$ cat config.mk
export PLATFORM = sky130hd
export DESIGN_NAME = chain_dma_pair
export DESIGN_NICKNAME = d
export VERILOG_FILES = /design/src/rtl/cdma_pkg.sv /design/src/rtl/cdma_desc.sv /design/src/rtl/cdma_engine.sv /design/src/rtl/chain_dma_pair.sv
export SDC_FILE = /design/constraint.sdc
export NUM_CORES = 1
export LEC_CHECK = 0
export ABC_CLOCK_PERIOD_IN_PS = 10550
export BUFFER_PORTS_ARGS = -buffer_cell sky130_fd_sc_hd__buf_2
export CAP_MARGIN = 0
export CORE_ASPECT_RATIO = 1.75
export CORE_MARGIN = 4
export CORE_UTILIZATION = 50
export DETAILED_ROUTE_END_ITERATION = 8
export HOLD_SLACK_MARGIN = 0.03
export PLACE_DENSITY = 0.81
export SLEW_MARGIN = 10
export SYNTH_ARGS = -nofsm -noshare
export SYNTH_HDL_FRONTEND = slang
export SYNTH_SLANG_ARGS = --single-unit
$ cat constraint.sdc
create_clock -name clk -period 10.55 [get_ports clk]
set_input_delay 3.165 -clock clk [delete_from_list [all_inputs] [get_ports clk]]
set_output_delay 3.165 -clock clk [all_outputs]
set_load 0.02 [all_outputs]
$ cat src/rtl/cdma_pkg.sv
package cdma_pkg;
  localparam int REG_W  = 32;
  localparam int ADDR_W = 9;

  localparam logic [ADDR_W-1:0] A_RX_PTR   = 9'h100;
  localparam logic [ADDR_W-1:0] A_RX_CNT   = 9'h104;
  localparam logic [ADDR_W-1:0] A_TX_PTR   = 9'h108;
  localparam logic [ADDR_W-1:0] A_TX_CNT   = 9'h10C;
  localparam logic [ADDR_W-1:0] A_RX_NPTR  = 9'h110;
  localparam logic [ADDR_W-1:0] A_RX_NCNT  = 9'h114;
  localparam logic [ADDR_W-1:0] A_TX_NPTR  = 9'h118;
  localparam logic [ADDR_W-1:0] A_TX_NCNT  = 9'h11C;
  localparam logic [ADDR_W-1:0] A_CTRL     = 9'h120;
  localparam logic [ADDR_W-1:0] A_STAT     = 9'h124;

  localparam int B_RX_ON  = 0;
  localparam int B_RX_OFF = 1;
  localparam int B_TX_ON  = 8;
  localparam int B_TX_OFF = 9;

  typedef enum logic [1:0] {ENG_IDLE, ENG_RX, ENG_TX} eng_state_t;

  function automatic logic [2:0] unit_step(input logic [1:0] sz);
    case (sz)
      2'd0:    unit_step = 3'd1;
      2'd1:    unit_step = 3'd2;
      default: unit_step = 3'd4;
    endcase
  endfunction
endpackage

$ cat src/rtl/cdma_desc.sv
module cdma_desc #(
  parameter int PTR_W = 32,
  parameter int CNT_W = 16,
  parameter int W     = 32
) (
  input  logic             clk,
  input  logic             rst,
  input  logic             en,
  input  logic             adv,
  input  logic [2:0]       step,
  input  logic             wr_ptr,
  input  logic             wr_cnt,
  input  logic             wr_nptr,
  input  logic             wr_ncnt,
  input  logic [W-1:0]     wdata,
  output logic [PTR_W-1:0] ptr,
  output logic [CNT_W-1:0] cnt,
  output logic [PTR_W-1:0] nptr,
  output logic [CNT_W-1:0] ncnt,
  output logic             end_flag,
  output logic             all_flag
);
  logic [PTR_W-1:0] p_n, np_n;
  logic [CNT_W-1:0] c_n, nc_n;
  logic             e_n, b_n;

  always_comb begin
    p_n = ptr; c_n = cnt; np_n = nptr; nc_n = ncnt;
    e_n = end_flag; b_n = all_flag;
    if (adv) begin
      p_n = ptr + PTR_W'(step);
      c_n = cnt - CNT_W'(1);
      if (cnt == CNT_W'(1)) begin
        e_n = 1'b1;
        if (ncnt != '0) begin
          p_n  = nptr;
          c_n  = ncnt;
          nc_n = '0;
        end else begin
          b_n = 1'b1;
        end
      end
    end
    if (wr_ptr)  p_n  = wdata[PTR_W-1:0];
    if (wr_nptr) np_n = wdata[PTR_W-1:0];
    if (wr_cnt) begin
      c_n = wdata[CNT_W-1:0];
      e_n = 1'b0;
      b_n = 1'b0;
    end
    if (wr_ncnt) begin
      e_n = 1'b0;
      b_n = 1'b0;
      if (en && c_n == '0) begin
        p_n  = np_n;
        c_n  = wdata[CNT_W-1:0];
        nc_n = '0;
      end else begin
        nc_n = wdata[CNT_W-1:0];
      end
    end
  end

  always_ff @(posedge clk) begin
    if (rst) begin
      ptr <= '0; cnt <= '0; nptr <= '0; ncnt <= '0;
      end_flag <= 1'b0; all_flag <= 1'b0;
    end else begin
      ptr <= p_n; cnt <= c_n; nptr <= np_n; ncnt <= nc_n;
      end_flag <= e_n; all_flag <= b_n;
    end
  end

  logic any_wr;
  assign any_wr = wr_ptr | wr_cnt | wr_nptr | wr_ncnt;

  p_cnt_dec_r4: assert property (@(posedge clk) disable iff (rst)
    (adv && !any_wr && cnt > CNT_W'(1)) |=>
      (cnt == $past(cnt) - CNT_W'(1) && ptr == $past(ptr) + PTR_W'($past(step))));

  p_chain_r5: assert property (@(posedge clk) disable iff (rst)
    (adv && !any_wr && cnt == CNT_W'(1) && ncnt != '0) |=>
      (cnt == $past(ncnt) && ptr == $past(nptr) && ncnt == '0 && end_flag));

  p_stop_r6: assert property (@(posedge clk) disable iff (rst)
    (adv && !any_wr && cnt == CNT_W'(1) && ncnt == '0) |=>
      (cnt == '0 && all_flag && end_flag));

  p_flag_clr_r8: assert property (@(posedge clk) disable iff (rst)
    (wr_cnt || wr_ncnt) |=> (!end_flag && !all_flag));

  p_no_adv_idle_r13: assert property (@(posedge clk) disable iff (rst)
    adv |-> cnt != '0);
endmodule

$ cat src/rtl/cdma_engine.sv
module cdma_engine
  import cdma_pkg::*;
#(
  parameter int PTR_W  = 32,
  parameter int DATA_W = 32
) (
  input  logic              clk,
  input  logic              rst,
  input  logic              rx_act,
  input  logic              tx_act,
  input  logic              rx_ready,
  input  logic              tx_ready,
  input  logic [DATA_W-1:0] rx_data,
  input  logic [PTR_W-1:0]  rx_ptr,
  input  logic [PTR_W-1:0]  tx_ptr,
  input  logic              mem_gnt,
  input  logic [DATA_W-1:0] mem_rdata,
  output logic              mem_req,
  output logic              mem_we,
  output logic [PTR_W-1:0]  mem_addr,
  output logic [DATA_W-1:0] mem_wdata,
  output logic              rx_take,
  output logic              tx_load,
  output logic [DATA_W-1:0] tx_data,
  output logic              rx_adv,
  output logic              tx_adv
);
  eng_state_t state;

  assign rx_adv = (state == ENG_RX) && mem_gnt;
  assign tx_adv = (state == ENG_TX) && mem_gnt;

  always_ff @(posedge clk) begin
    if (rst) begin
      state     <= ENG_IDLE;
      mem_req   <= 1'b0;
      mem_we    <= 1'b0;
      mem_addr  <= '0;
      mem_wdata <= '0;
      rx_take   <= 1'b0;
      tx_load   <= 1'b0;
      tx_data   <= '0;
    end else begin
      rx_take <= 1'b0;
      tx_load <= 1'b0;
      case (state)
        ENG_IDLE: begin
          if (rx_act && rx_ready) begin
            rx_take   <= 1'b1;
            mem_wdata <= rx_data;
            mem_addr  <= rx_ptr;
            mem_we    <= 1'b1;
            mem_req   <= 1'b1;
            state     <= ENG_RX;
          end else if (tx_act && tx_ready) begin
            mem_addr <= tx_ptr;
            mem_we   <= 1'b0;
            mem_req  <= 1'b1;
            state    <= ENG_TX;
          end
        end
        ENG_RX: begin
          if (mem_gnt) begin
            mem_req <= 1'b0;
            state   <= ENG_IDLE;
          end
        end
        ENG_TX: begin
          if (mem_gnt) begin
            mem_req <= 1'b0;
            tx_data <= mem_rdata;
            tx_load <= 1'b1;
            state   <= ENG_IDLE;
          end
        end
        default: state <= ENG_IDLE;
      endcase
    end
  end

  p_req_hold_r10: assert property (@(posedge clk) disable iff (rst)
    (mem_req && !mem_gnt) |=> (mem_req && $stable(mem_addr) && $stable(mem_we)));

  p_take_pulse_r10: assert property (@(posedge clk) disable iff (rst)
    rx_take |=> !rx_take);

  p_tx_load_r11: assert property (@(posedge clk) disable iff (rst)
    tx_adv |=> (tx_load && !mem_req));

  p_rx_first_r12: assert property (@(posedge clk) disable iff (rst)
    (state == ENG_IDLE && rx_act && rx_ready) |=> (mem_req && mem_we));
endmodule

$ cat src/rtl/chain_dma_pair.sv
module chain_dma_pair
  import cdma_pkg::*;
#(
  parameter int PTR_W  = 32,
  parameter int CNT_W  = 16,
  parameter int DATA_W = 32
) (
  input  logic              clk,
  input  logic              rst,
  input  logic [1:0]        size_sel,
  input  logic              reg_wr,
  input  logic              reg_rd,
  input  logic [ADDR_W-1:0] reg_addr,
  input  logic [REG_W-1:0]  reg_wdata,
  output logic [REG_W-1:0]  reg_rdata,
  input  logic              rx_ready,
  input  logic [DATA_W-1:0] rx_data,
  output logic              rx_take,
  input  logic              tx_ready,
  output logic [DATA_W-1:0] tx_data,
  output logic              tx_load,
  output logic              mem_req,
  output logic              mem_we,
  output logic [PTR_W-1:0]  mem_addr,
  output logic [DATA_W-1:0] mem_wdata,
  input  logic              mem_gnt,
  input  logic [DATA_W-1:0] mem_rdata,
  output logic              rx_end,
  output logic              rx_both_done,
  output logic              tx_end,
  output logic              tx_both_done
);
  localparam int CNT_PAD = REG_W - CNT_W;
  localparam int PTR_PAD = REG_W - PTR_W;

  logic rx_en, tx_en;
  logic ctrl_wr;
  logic [2:0] step;
  logic rx_adv, tx_adv;
  logic [PTR_W-1:0] rx_ptr, rx_nptr, tx_ptr, tx_nptr;
  logic [CNT_W-1:0] rx_cnt, rx_ncnt, tx_cnt, tx_ncnt;

  assign step    = unit_step(size_sel);
  assign ctrl_wr = reg_wr && reg_addr == A_CTRL;

  always_ff @(posedge clk) begin
    if (rst) begin
      rx_en <= 1'b0;
      tx_en <= 1'b0;
    end else if (ctrl_wr) begin
      if (reg_wdata[B_RX_OFF])     rx_en <= 1'b0;
      else if (reg_wdata[B_RX_ON]) rx_en <= 1'b1;
      if (reg_wdata[B_TX_OFF])     tx_en <= 1'b0;
      else if (reg_wdata[B_TX_ON]) tx_en <= 1'b1;
    end
  end

  cdma_desc #(.PTR_W(PTR_W), .CNT_W(CNT_W), .W(REG_W)) rx_desc_i (
    .clk(clk), .rst(rst), .en(rx_en), .adv(rx_adv), .step(step),
    .wr_ptr (reg_wr && reg_addr == A_RX_PTR),
    .wr_cnt (reg_wr && reg_addr == A_RX_CNT),
    .wr_nptr(reg_wr && reg_addr == A_RX_NPTR),
    .wr_ncnt(reg_wr && reg_addr == A_RX_NCNT),
    .wdata(reg_wdata), .ptr(rx_ptr), .cnt(rx_cnt), .nptr(rx_nptr), .ncnt(rx_ncnt),
    .end_flag(rx_end), .all_flag(rx_both_done)
  );

  cdma_desc #(.PTR_W(PTR_W), .CNT_W(CNT_W), .W(REG_W)) tx_desc_i (
    .clk(clk), .rst(rst), .en(tx_en), .adv(tx_adv), .step(step),
    .wr_ptr (reg_wr && reg_addr == A_TX_PTR),
    .wr_cnt (reg_wr && reg_addr == A_TX_CNT),
    .wr_nptr(reg_wr && reg_addr == A_TX_NPTR),
    .wr_ncnt(reg_wr && reg_addr == A_TX_NCNT),
    .wdata(reg_wdata), .ptr(tx_ptr), .cnt(tx_cnt), .nptr(tx_nptr), .ncnt(tx_ncnt),
    .end_flag(tx_end), .all_flag(tx_both_done)
  );

  cdma_engine #(.PTR_W(PTR_W), .DATA_W(DATA_W)) eng_i (
    .clk(clk), .rst(rst),
    .rx_act(rx_en && rx_cnt != '0), .tx_act(tx_en && tx_cnt != '0),
    .rx_ready(rx_ready), .tx_ready(tx_ready), .rx_data(rx_data),
    .rx_ptr(rx_ptr), .tx_ptr(tx_ptr), .mem_gnt(mem_gnt), .mem_rdata(mem_rdata),
    .mem_req(mem_req), .mem_we(mem_we), .mem_addr(mem_addr), .mem_wdata(mem_wdata),
    .rx_take(rx_take), .tx_load(tx_load), .tx_data(tx_data),
    .rx_adv(rx_adv), .tx_adv(tx_adv)
  );

  logic [REG_W-1:0] rd_mux;
  always_comb begin
    case (reg_addr)
      A_RX_PTR:  rd_mux = {{PTR_PAD{1'b0}}, rx_ptr};
      A_RX_CNT:  rd_mux = {{CNT_PAD{1'b0}}, rx_cnt};
      A_TX_PTR:  rd_mux = {{PTR_PAD{1'b0}}, tx_ptr};
      A_TX_CNT:  rd_mux = {{CNT_PAD{1'b0}}, tx_cnt};
      A_RX_NPTR: rd_mux = {{PTR_PAD{1'b0}}, rx_nptr};
      A_RX_NCNT: rd_mux = {{CNT_PAD{1'b0}}, rx_ncnt};
      A_TX_NPTR: rd_mux = {{PTR_PAD{1'b0}}, tx_nptr};
      A_TX_NCNT: rd_mux = {{CNT_PAD{1'b0}}, tx_ncnt};
      A_STAT: begin
        rd_mux = '0;
        rd_mux[B_RX_ON] = rx_en;
        rd_mux[B_TX_ON] = tx_en;
      end
      default:   rd_mux = '0;
    endcase
  end

  always_ff @(posedge clk) begin
    if (rst)         reg_rdata <= '0;
    else if (reg_rd) reg_rdata <= rd_mux;
  end

  p_dis_wins_r3: assert property (@(posedge clk) disable iff (rst)
    (ctrl_wr && reg_wdata[B_RX_OFF]) |=> !rx_en);

  p_tx_dis_r3: assert property (@(posedge clk) disable iff (rst)
    (ctrl_wr && reg_wdata[B_TX_OFF]) |=> !tx_en);

  p_idle_quiet_r13: assert property (@(posedge clk) disable iff (rst)
    (!rx_en && !tx_en && !mem_req) |=> !mem_req);
endmodule

After elaboration in Yosys (flattened, before gate mapping)
Cells that the tools add are included.

Mux-type cells: 56. Add/sub/neg operators: 4. Reduce and logical (&&, ||, !) cells: 53. Equal/unequal tests: 17. Bitwise gates (word level): 4.

Operators by type and width (number): 32-bit two-way mux (16); 16-bit two-way mux (22); 32-bit case mux with 9 select lines (1); 9-bit == test (second input constant) (10); 32-bit by 3-bit adder with 32-bit output (2); 16-bit nonzero test (4); 16-bit by 1-bit == test with 1-bit output (second input constant) (2); 16-bit zero test (2); 16-bit by 1-bit subtractor with 16-bit output (second input constant) (2); 2-bit nonzero test (10); 1-bit logical AND (17); 2-bit AND reduction (8); 3-bit AND reduction (5); 1-bit two-way mux (11); 2-bit two-way mux (3); 3-bit case mux with 2 select lines (1); 2-bit OR reduction (3); 3-bit OR reduction (2); 2-bit by 1-bit == test with 1-bit output (second input constant) (2); 2-bit zero test (2); 1-bit inverter (4); 2-bit case mux with 2 select lines (1); 3-bit by 1-bit != test with 1-bit output (second input constant) (1); 2-bit == test (second input constant) (1); 2 further kinds (2).

Output and inout port bits: 136. Input port bits: 114. Register bits after elaboration: 332.

Longest topological paths before layout
Depth after elaboration: 9. Depth in mapped cells: 15. Gate-level depth less buffers: 12.

Modules after synthesis
Synthesis repeated with hierarchy kept, for this count alone.

Cell total of the unflattened synthesis: 2383. Area total of the unflattened synthesis: 19904.1 um^2.

By module, submodules not included: cdma_desc (rx_desc_i) (instances 1, cells each 784, area each 6578.8 um^2); cdma_desc (tx_desc_i) (instances 1, cells each 773, area each 6158.4 um^2); cdma_engine (instances 1, cells each 501, area each 4210.3 um^2); chain_dma_pair (instances 1, cells each 325, area each 2956.6 um^2).

Least setup slack after synthesis
No wires, ideal clock.

Path kind: input-to-reg. Start: input reg_addr[4]. End: register rx_desc_i.ptr[6]. Data required time: 10.417 ns. Data arrival time: 6.012 ns. Buffers on the path: 4. Setup time: 0.133 ns. Setup slack: 4.405 ns. Stages on the path: 13. Path through: or4_4 buf_4 nor4_2 buf_2 mux2_2 o31ai_1 o21ai_0 nor4b_2 nand4_1 buf_4 buf_2 o221ai_1 a21oi_1.

Longest elaborated chain between the ends: 7. Elaborated cells on any way between the ends: 15. Classes of those cells: eq/ne: 4; mux: 5; reduce/logical: 6.

RTL lines: start, declared (line chain_dma_pair.sv:13) `input logic [ADDR_W-1:0] reg_addr,`; 9-bit == test (line chain_dma_pair.sv:61) `.wr_cnt (reg_wr && reg_addr == A_RX_CNT),`; 1-bit logical AND (line chain_dma_pair.sv:61); 16-bit two-way mux (line cdma_desc.sv:46) `if (wr_cnt) begin`; 16-bit zero test (line cdma_desc.sv:54) `if (en && c_n == '0) begin`; 1-bit logical AND (line cdma_desc.sv:54); 32-bit two-way mux (line cdma_desc.sv:54); 32-bit two-way mux * (line cdma_desc.sv:51) `if (wr_ncnt) begin`; end signal, assigned (line cdma_desc.sv:69) `ptr <= p_n; cnt <= c_n; nptr <= np_n; ncnt <= nc_n;`; end, declared (line cdma_desc.sv:16) `output logic [PTR_W-1:0] ptr,`.

Every way passes the cells marked *; elsewhere a longest branch is shown, timed or not. A chain may end at the register's enable or synchronous reset.

Worst setup path after layout
Start: input reg_addr[0]. End: register rx_desc_i.ptr[0].

The elaborated chain is that of the path after synthesis.

==> impl_results.md <==
* Fmax at about 150 MHz
* Post-DR wirelength/cell at 26.98 um
* Critical path type: in2reg
* Setup Fix Bufs, Post-CTS at 0
* CP peak stage delay at 1.03 ns
* Yosys cell types at 85
* Gpl congestion at 1.019
* Hold buffer count at CTS at 0
* Core ar. at 0.03541 mm^2
* Num rows at between 90 and 100
* Initial Util at 0.5090
* Die W at roughly 150 um
* PostCTS Resize Cnt at 0
* CTS buffer count at 34
* CTS Root Cell: clkbuf_16
* Max cap viols at 0
* Largest net degree at the start of global routing at 81
* GRT overflow at 0
* Crit path launch type: input port
* HPWL after DPL at about 55 mm
* Main area contributors after synthesis: dfxtp_1 37%, a21oi_1 8.8%, nand2_1 7.9%
* Tot GR Track Use at 0.3952
* Fin nets at about 2600
* Status: completed
* Post-synth EDFFs at 0
* Cell mode on critical path: a21oi_1
* Worst-margin pin slew at around 1.3 ns
* Area grow syn2layout at 14.25%
* Tmin final at ~6.6 ns
* Final Hold Violating Endpoints at 0
* CP cell instances: buf_2 -> nand4bb_1 -> o41ai_2 -> a21oi_1 -> a211oi_1 -> a21oi_1 -> nor4b_2 -> nand4_1 -> and2_1 -> a21oi_1
* Synthesized instance count at approximately 2400
* CP arrival at 6.95 ns
* Maximum clock path buffer count at 3
* FF+latch count, synth at 332
* RSZ-0062 raised after global routing: no
* Cell Area, Synth at 0.01802 mm^2
* Final setup TNS at 0 ns
* Post-Route WL at 79.68 mm
* Top FF cell, synth: dfxtp_1
* Synthesis Warnings at 0
* Seq/Total Area, Yosys at 0.3688
* Die span in y at 259.2 um
* Post-route ant nets at 0
* Hold endpoint: eng_i.tx_data[1]$_SDFFE_PP0P_
* Clk_lat worst skew at approximately 0.56 ns
* Leading area contributor after synthesis: dfxtp_1
* Detailed-route DRC error count at 0
* P_leak at 7.637 nW
* Worst R2R Start: tx_desc_i.cnt[0]$_SDFF_PP0_
* Starting DRT DRC Count at 2662
* Reg2reg end: tx_desc_i.cnt[2]$_SDFF_PP0_
* Critical Path End Type: register
* Final Cycle Share at 0.6242
* Vias per cell at slightly below 7
* Share of layout cells above drive strength 1 at 0.1698
* PortBufs at ~250
* IO Pins at 250
* Full die area at 0.03927 mm^2
* Clock transition at the registers of the reported paths at 0.07 ns
* Hold path start: eng_i.tx_data[1]$_SDFFE_PP0P_
* Clk_skew at 0.02083 ns
* Initial antenna violation count at 6
* First-pass GRT wire length at between 100 and 150 mm
* Clock sinks at around 330
* Worst path required time at about 11 ns
* Worst Hold Depth at 2
* Bufs and invs on worst path at 1
* Worst path slowest cell: and2_1
* Final setup viols at 0
* Share of the synthesized area in the top cell type at 0.3688
* Htree depth at 2
* Crit path max-delay family: simple AND/OR/NAND/NOR gates
* Syn Nets at ~2500
* Hold crit path type: reg2reg
* Pwr/cell area at 130.9 mW/mm^2
* Number of global-route vias before repair at a little under 20000
* DR pass1 iterations at 9
* Crit-path max FO at 29
* Slew HR at 0.1000
* Synthesized area per cell at 7.646 um^2
* CTS tree: done
* Internal reg-to-reg setup slack at 5.48 ns
* Fin. max-slew vios at 0
* Routed via count at ~20000
* Final WS setup at 3.965 ns
* Reg2reg path depth at 11
* Asr flop ratio synth at 0
* Maximum vdd ir drop at approximately 0.13 mV
* Setup slack at placement at 3.519 ns
-- cells by family (layout without fill, tap and decap cells) --
family                     count (synthesis)  after routing  synth area share
AOI/OAI and AO/OA                        800            800            0.2905
xor gates and xnor gates                  15             15          0.007289
adders and majority gates                 17             17           0.01264
muxes                                     71             71           0.04589
other                                      0              3                 0
and+or+nand+nor                          863            863            0.2186
buffers and inverters                    259            387           0.05630
DFF                                      332            332            0.3688
-- layer usage --
layer	GRT usage	up-vias	wire length (um)
li1	-	8848	-
met4	0.3981	6	10310
met2	0.6025	1573	35170
met3	0.1118	478	8658
met1	0.4202	9361	25460
met5	0.01184	-	83
-- power breakdown --
part           internal [mW]  switching [mW]  leakage (nW)  total [mW]
clock                  0.789           0.544         0.586        1.33
combinational         0.0260          0.0813          4.38       0.107
sequential              1.25         0.00186          2.67        1.26
-- area by class of cell --
class | instances | area [um^2]
fill | 3265 | 14820
multi-input combinational | 1766 | 10450
sequential | 332 | 6646
timing repair buffer | 291 | 1568
clock buffer | 47 | 1001
tap | 465 | 581.8
clock inverter | 12 | 201.4
inverter | 37 | 138.9
antenna | 3 | 7.507
-- worst min-delay path, delay by kind of cell (launching register included) --
| family | cells | cell delay (ns) |
|---|---|---|
| flip-flops | 1 | 0.31 |
| AND/OR/NAND/NOR | 1 | 0.05 |
| AO/OA/AOI/OAI | 1 | 0.05 |
-- state kept, by name, summed over array words and instances (netlist names), 2 cells and up --
register         count
tx_desc_i.cnt       16
eng_i.mem_addr      32
tx_desc_i.ncnt      16
eng_i.mem_wdata     32
reg_rdata           32
rx_desc_i.ptr       32
rx_desc_i.cnt       16
rx_desc_i.nptr      32
tx_desc_i.nptr      32
rx_desc_i.ncnt      16
eng_i.state          2
tx_desc_i.ptr       32
eng_i.tx_data       32
-- synth_stat cells (10+ instances only) --
cell / count
ha_1: 15
a21oi_1: 317
a211oi_1: 69
nand4_1: 34
o22ai_1: 33
a41oi_1: 13
mux2i_1: 38
a32oi_1: 17
o31ai_1: 15
o21ai_0: 57
o211ai_1: 10
a22oi_1: 74
nor3_1: 33
buf_1: 20
and3_1: 14
o221ai_1: 34
a22o_1: 27
buf_2: 16
clkbuf_1: 182
nand3_1: 56
dfxtp_1: 332
a221oi_1: 17
nand2_1: 381
a31oi_1: 38
mux2_4: 20
xnor2_1: 10
inv_1: 37
o21a_1: 16
nor2_1: 241
nor4_1: 25
-- how the worst max path moves through the flow --
stage | start | to | slack (ns) | cells past startpoint
6_report | reg_addr[0] | rx_desc_i.ptr[0]$_SDFF_PP0_ | 3.96 | 10
5_1_grt | reg_addr[0] | rx_desc_i.ptr[1]$_SDFF_PP0_ | 3.73 | 10
4_1_cts | mem_gnt | tx_desc_i.cnt[2]$_SDFF_PP0_ | 4.06 | 11
3_5_place_dp | mem_gnt | tx_desc_i.cnt[2]$_SDFF_PP0_ | 3.52 | 11
3_3_place_gp | mem_gnt | tx_desc_i.cnt[5]$_SDFF_PP0_ | 3.62 | 11
2_1_floorplan | reg_addr[4] | rx_desc_i.ptr[6]$_SDFF_PP0_ | 4.40 | 13
-- layout by cell type (no fill, tap or decap), types with 9 or more instances in the layout --
cell	count
mux2i_1	38
nand4_1	34
a41oi_1	13
nand3_1	56
and4_1	9
clkbuf_8	9
a21oi_1	316
clkbuf_16	35
xnor2_1	10
o31ai_1	15
nand2_1	378
a221oi_1	17
a22o_1	27
a211oi_1	68
nor3_1	31
and3_1	14
nor2_1	234
o22ai_1	33
ha_1	15
a32oi_1	17
a31oi_1	38
dfxtp_1	332
o221ai_1	34
o21a_1	16
inv_1	37
o21ai_0	57
buf_2	249
buf_4	40
nor4_1	24
a22oi_1	74
mux2_4	20
o211ai_1	10
or3_1	9
-- metrics by stage --
step | cells | total power, mW | hold slack, ns | instance area, um^2 | utilization
5_1_grt | 2951 | 2.754 | 0.4682 | 20590 | 0.5814
2_1_floorplan | 2357 | 1.327 | 0.4585 | 18020 | -
4_1_cts | 2948 | 2.690 | 0.4537 | 20570 | 0.5808
3_3_place_gp | 2889 | 1.383 | 0.4391 | 19360 | 0.5468
3_5_place_dp | 2889 | 1.384 | 0.4442 | 19360 | 0.5468
6_report | 2953 | 2.695 | 0.4526 | 20590 | 0.5815
(Power assumes the default switching activity.)
